[src/rtl/tmr_pkg.sv]
package tmr_pkg;

  localparam int REG_W  = 32;
  localparam int CTRL_W = 10;
  localparam int STAT_W = 5;
  localparam int SEL_W  = 2;

  typedef enum logic [1:0] {
    A_DEC  = 2'd0,
    A_CTRL = 2'd1,
    A_STAT = 2'd2,
    A_NONE = 2'd3
  } tmr_addr_e;

  // occupies register bits 31:22, MSB first
  typedef struct packed {
    logic [SEL_W-1:0] wsel;
    logic [1:0]       wrc;
    logic             wie;
    logic             die;
    logic [SEL_W-1:0] fsel;
    logic             fie;
    logic             arl;
  } ctrl_t;

  // occupies register bits 31:27, bit 26 reserved
  typedef struct packed {
    logic wns1;
    logic wns0;
    logic wdt;
    logic dec;
    logic fit;
  } stat_t;

endpackage

[src/rtl/tmr_rst_sync.sv]
module tmr_rst_sync #(
  parameter int STAGES = 2
) (
  input  logic clk,
  input  logic rst_n,
  output logic rst_sync_n
);
  logic [STAGES-1:0] sync_q;
  logic [STAGES-1:0] sync_d;

  always_comb begin
    sync_d = {sync_q[STAGES-2:0], 1'b1};
  end

  always_ff @(posedge clk or negedge rst_n) begin
    if (!rst_n) sync_q <= '0;
    else        sync_q <= sync_d;
  end

  assign rst_sync_n = sync_q[STAGES-1];
endmodule

[src/rtl/tmr_decr.sv]
module tmr_decr #(
  parameter int W = 32
) (
  input  logic         clk,
  input  logic         rst_n,
  input  logic         ld_en,
  input  logic [W-1:0] ld_val,
  input  logic         tick,
  output logic [W-1:0] count_q,
  output logic         expire
);
  logic [W-1:0] count_d;
  logic         nonzero;
  logic         cnt_en;

  always_comb begin
    nonzero = (count_q != '0);
    cnt_en  = ld_en | (tick & nonzero);
    count_d = count_q;
    if (ld_en)             count_d = ld_val;
    else if (tick && nonzero) count_d = count_q - 1'b1;
    expire  = !ld_en && tick && (count_q == W'(1));
  end

  always_ff @(posedge clk or negedge rst_n) begin
    if (!rst_n)      count_q <= '0;
    else if (cnt_en) count_q <= count_d;
  end
endmodule

[src/rtl/tmr_tap_evt.sv]
module tmr_tap_evt #(
  parameter int TB_W  = 16,
  parameter int BASE  = 2,
  parameter int SEL_W = 2
) (
  input  logic             clk,
  input  logic             rst_n,
  input  logic [TB_W-1:0]  tb_val,
  input  logic [SEL_W-1:0] sel,
  output logic             evt
);
  localparam int IW = $clog2(TB_W);

  logic [TB_W-1:0] prev_q;
  logic [TB_W-1:0] rising;
  logic [IW-1:0]   idx;

  always_comb begin
    rising = tb_val & ~prev_q;
    idx    = IW'(BASE) + IW'(sel);
    evt    = rising[idx];
  end

  always_ff @(posedge clk or negedge rst_n) begin
    if (!rst_n) prev_q <= '0;
    else        prev_q <= tb_val;
  end
endmodule

[src/rtl/tmr_unit.sv]
module tmr_unit
  import tmr_pkg::*;
#(
  parameter int TB_W     = 16,
  parameter int FIT_BASE = 2,
  parameter int WDT_BASE = 8
) (
  input  logic             clk,
  input  logic             rst_n,
  input  logic             wr_en,
  input  logic [1:0]       wr_addr,
  input  logic [REG_W-1:0] wr_data,
  input  logic [1:0]       rd_addr,
  output logic [REG_W-1:0] rd_data,
  input  logic             tb_tick,
  input  logic [TB_W-1:0]  tb_val,
  output logic             irq_dec,
  output logic             irq_fit,
  output logic             irq_wdt
);
  localparam int CTRL_LSB = REG_W - CTRL_W;
  localparam int STAT_LSB = REG_W - STAT_W;

  logic rst_sync_n;
  logic wr_dec, wr_ctrl, wr_stat;
  ctrl_t ctrl_q, ctrl_d;
  stat_t stat_q, stat_d, stat_clr;
  logic  stat_en;
  logic [REG_W-1:0] dec_q;
  logic dec_expire, fit_evt, wdt_evt;

  tmr_rst_sync #(.STAGES(2)) u_rst (
    .clk(clk), .rst_n(rst_n), .rst_sync_n(rst_sync_n)
  );

  always_comb begin
    wr_dec  = wr_en && (wr_addr == A_DEC);
    wr_ctrl = wr_en && (wr_addr == A_CTRL);
    wr_stat = wr_en && (wr_addr == A_STAT);
  end

  tmr_decr #(.W(REG_W)) u_decr (
    .clk(clk), .rst_n(rst_sync_n), .ld_en(wr_dec), .ld_val(wr_data),
    .tick(tb_tick), .count_q(dec_q), .expire(dec_expire)
  );

  tmr_tap_evt #(.TB_W(TB_W), .BASE(FIT_BASE), .SEL_W(SEL_W)) u_fit (
    .clk(clk), .rst_n(rst_sync_n), .tb_val(tb_val), .sel(ctrl_q.fsel), .evt(fit_evt)
  );

  tmr_tap_evt #(.TB_W(TB_W), .BASE(WDT_BASE), .SEL_W(SEL_W)) u_wdt (
    .clk(clk), .rst_n(rst_sync_n), .tb_val(tb_val), .sel(ctrl_q.wsel), .evt(wdt_evt)
  );

  // control register
  always_comb begin
    ctrl_d = ctrl_t'(wr_data[REG_W-1:CTRL_LSB]);
  end

  always_ff @(posedge clk or negedge rst_n) begin
    if (!rst_n)       ctrl_q <= '0;
    else if (!rst_sync_n) ctrl_q <= '0;
    else if (wr_ctrl) ctrl_q <= ctrl_d;
  end

  // status register: clear first, then events set (set wins)
  always_comb begin
    stat_clr = wr_stat ? stat_t'(wr_data[REG_W-1:STAT_LSB]) : '0;
    stat_d   = stat_q & ~stat_clr;
    if (dec_expire) stat_d.dec = 1'b1;
    if (fit_evt)    stat_d.fit = 1'b1;
    if (wdt_evt) begin
      if (!stat_q.wns1) begin
        stat_d.wns1 = 1'b1;
      end else begin
        stat_d.wdt  = 1'b1;
        stat_d.wns0 = 1'b1;
      end
    end
    stat_en = wr_stat | dec_expire | fit_evt | wdt_evt;
  end

  always_ff @(posedge clk or negedge rst_n) begin
    if (!rst_n)           stat_q <= '0;
    else if (!rst_sync_n) stat_q <= '0;
    else if (stat_en)     stat_q <= stat_d;
  end

  // interrupt levels
  always_comb begin
    irq_dec = stat_q.dec & ctrl_q.die;
    irq_fit = stat_q.fit & ctrl_q.fie;
    irq_wdt = stat_q.wdt & ctrl_q.wie;
  end

  // read port
  always_comb begin
    unique case (rd_addr)
      A_DEC:   rd_data = dec_q;
      A_CTRL:  rd_data = {ctrl_q, {CTRL_LSB{1'b0}}};
      A_STAT:  rd_data = {stat_q, {STAT_LSB{1'b0}}};
      default: rd_data = '0;
    endcase
  end
endmodule

[config.mk]
export PLATFORM = sky130hd
export DESIGN_NAME = tmr_unit
export DESIGN_NICKNAME = d
export VERILOG_FILES = /design/src/rtl/tmr_pkg.sv /design/src/rtl/tmr_rst_sync.sv /design/src/rtl/tmr_decr.sv /design/src/rtl/tmr_tap_evt.sv /design/src/rtl/tmr_unit.sv
export SDC_FILE = /design/constraint.sdc
export NUM_CORES = 1
export LEC_CHECK = 0
export BUFFER_PORTS_ARGS = -buffer_cell sky130_fd_sc_hd__buf_2
export CAP_MARGIN = 25
export CORE_ASPECT_RATIO = 1.2
export CORE_MARGIN = 5
export CORE_UTILIZATION = 28
export CTS_CLUSTER_DIAMETER = 150
export DETAILED_ROUTE_END_ITERATION = 7
export GPL_ROUTABILITY_DRIVEN = 0
export SKIP_CTS_REPAIR_TIMING = 1
export SYNTH_ARGS = -nofsm -noshare
export SYNTH_HDL_FRONTEND = slang
export SYNTH_SLANG_ARGS = --single-unit
export TNS_END_PERCENT = 100
[constraint.sdc]
create_clock -name clk -period 2.05 [get_ports clk]
set_clock_uncertainty 0.2 [all_clocks]
set_input_delay 0.205 -clock clk [delete_from_list [all_inputs] [get_ports clk]]
set_output_delay 0.205 -clock clk [all_outputs]
set_load 0.03 [all_outputs]
==> results.md <==
- Die height: around 130 um
- Slew Limit Fails: 0
- Setup ws final: -0.691 ns
- Die W: roughly 110 um
- Flops & latches, synth: 57
- Setup-failing EPs final: 33
- Routed wire length: 11400 um
- I/O pin count: 91
- Crit share post-route: 1.34
- Slowest cell delay on critical path: 0.52 ns
- CTS Sinks: 57
- Port bufs: 82
- Seq/Total Area, Yosys: 0.439
- Routed via count: 3557
- Mapped Area: 3250 um^2
- CP delay by family, top: simple AND/OR/NAND/NOR gates
- Drt wl/cell: between 15 and 20 um
- H-tree depth: 3
- Gr ovfl total: 0
- Synthesis Warnings: 0
- Dpl ws: -0.624 ns
- Final-report hold violation count: 0
- Total GRT Usage: 0.152
- Slew HR: 0.481
- Synth cell count leaders: dfrtp_1 (57), nor2_1 (32), nand2_1 (30)
- Crit. End Element: register
- CTS root buffer: clkbuf_16
- Main synth FF type: dfrtp_1
- Post-synth top area share: 0.439
- Layout cells sized above 1: 0.407
- Area of the multi-input gates: 1930 um^2
- Synth area leaders: dfrtp_1 (44%), and2_1 (4.8%), a31oi_1 (4.4%)
- P_leak: ~0.0025 uW
- CTS Buf Count: 9
- Vias per cell: 4.91
- Clock insertion delay at the later pin of the skew report: 0.33 ns
- Vias in the first global route: 3361
- Row cnt: 43
- Slew at the pin closest to its max-slew limit: slightly below 0.8 ns
- Async SR Flop Fraction: 1.00
- Detail Route Antenna Nets: 0
- # diodes: 0
- Worst path slowest cell: or4_4
- Clock-pin slew of the registers on the worst-case setup and hold paths: ~0.06 ns
- Core Area: 11500 um^2
- Syn nets: 409
- Initial Utilization: 0.283
- First-pass GRT wire length: ~17000 um
- Average cell area after synthesis: about 9.3 um^2
- WP buf/inv: 1
- Cells after Synth: 351
- Drt pass-1 iters: 4
- Fin nets: 620
- # DRC: 0
- Power Dens Cells: 806 nW/um^2
- Arr. time, crit path: 2.79 ns
- Post-synth top area cell: dfrtp_1
- Dpl hpwl: 7720 um
- Setup total negative slack: -16.90 ns
- Setup CP Type: reg2reg
- WHS Path Cells: 3
- Min-Delay Path Class: in2reg
- Count leader, synth: dfrtp_1
- Reg2Reg Depth: 6
- Initial antenna violation count: 0
- Crit start category: register
- Status: finished with violations
- CTS tree: yes
- Die ar.: 13900 um^2
- Synthesis-to-layout area growth: 70.0%
- FILL cells: 1054
- Library cells used by synthesis: 53
- Failing checks: setup timing
- Post-layout min period: 2.74 ns
- Max cap viols: 0
- VDD IR max: roughly 0.37 mV
- Worst path cell trace: or3_4 > or4_4 > a311o_2 > buf_6 > or4_1 > a31oi_1
- Worst-path maximum fanout: 6
- RSZ-0062 raised after global routing: true
- Number of DRC markers in iteration 0: 180
- Critical Path Stages: 6
- Fmax: 365 MHz
- Reg area: 1430 um^2
- CTS Buffer Depth: 2
- Post-synth EDFFs: 0
- Largest net degree at the start of global routing: 48
- CP required: 2.10 ns
layout by cell type, fill, tap and decap left out, types with 3 or more instances in the layout:
cell           Yosys  final
mux2i_1           10     10
xnor2_2            0      3
dlygate4sd3_1      0     40
inv_1              5      5
or4_4              1      3
or4_1             14     12
a2111oi_4          0      3
nor4_1             5      3
o21ai_1            2     13
buf_2              2     82
buf_4              0     84
a22o_1            10     10
a21oi_1            3      3
buf_6              1     10
nor2_1            32     32
clkbuf_16          0      9
nand3_1            6      5
dfrtp_1           57     56
buf_12             0      3
nor2b_1            4      4
clkinvlp_4         0      3
a31oi_1           23     21
o31ai_1            9      9
o21ai_2            0      3
nand2_1           30     30
o21ai_0           21      7
or2_2              5      5
and2_1            25     25
xnor2_1            7      4
or3_1             17     15
and3_1             3      3
worst min-delay path: stages:
cell	delay, ns
buf_2	0.08
nor2_1	0.04
a31oi_1	0.17
power breakdown:
part	internal [uW]	switching, uW	leakage, uW
clock	1100	557	0.000151
sequential	1300	130	0.000688
combinational	691	678	0.00164
total	3090	1370	0.00248
metal layers:
metal / vias to the layer above / wire, um / GRT usage
li1: 1741 / - / -
met1: 1703 / 5060 / 0.201
met2: 91 / 5600 / 0.250
met3: 22 / 436 / 0.0317
met4: 0 / 255 / 0.0475
met5: - / 0 / 0
logic make-up after synthesis:
group | share of synthesized area
simple gates | 0.267
compound gates | 0.200
flops | 0.439
buf+inv | 0.0320
mux | 0.0343
xor+xnor | 0.0189
fa+ha+maj | 0.00771
other cells | 0.00115
cell type report:
type | instances | area share
repair buffers | 219 | 0.292
inverters | 5 | 0.00340
clock inverters | 6 | 0.0165
multi-input cells | 270 | 0.350
clock buffers | 10 | 0.0433
well taps | 157 | 0.0356
flip-flops and latches | 57 | 0.259
sequential cells by signal (all words and copies together), names as in the netlist:
signal	cells
u_decr.count_q	32
stat_q	5
ctrl_q	10
u_wdt.prev_q	8
u_rst.sync_q	2
final timing paths:
| check | from | to | slack, ns |
|---|---|---|---|
| worst max-delay path | u_decr.count_q[13] | u_decr.count_q[25] | -0.69 |
| worst min-delay path | wr_data[11] | u_decr.count_q[11] | 0.02 |
| worst max register to register | u_decr.count_q[13] | u_decr.count_q[25] | -0.69 |
| worst min register to register | u_rst.sync_q[0] | u_rst.sync_q[1] | 0.16 |
| max in group asynchronous | u_rst.sync_q[1] | u_decr.count_q[10] | 1.07 |
| min in group asynchronous | rst_n | stat_q[0] | 0.13 |
through the flow:
stage	area [um^2]	util	total power (uW)	hold WS (ns)	std cells
2_1_floorplan	3290	-	2040	-0.291	351
3_3_place_gp	4390	0.383	2610	-0.0522	646
3_5_place_dp	4400	0.384	2630	-0.0476	647
4_1_cts	4730	0.413	4310	-0.397	663
5_1_grt	5520	0.482	4700	0.00871	724
6_report	5520	0.482	4450	0.0200	724
Note: power is estimated with default switching activity, not from simulation.
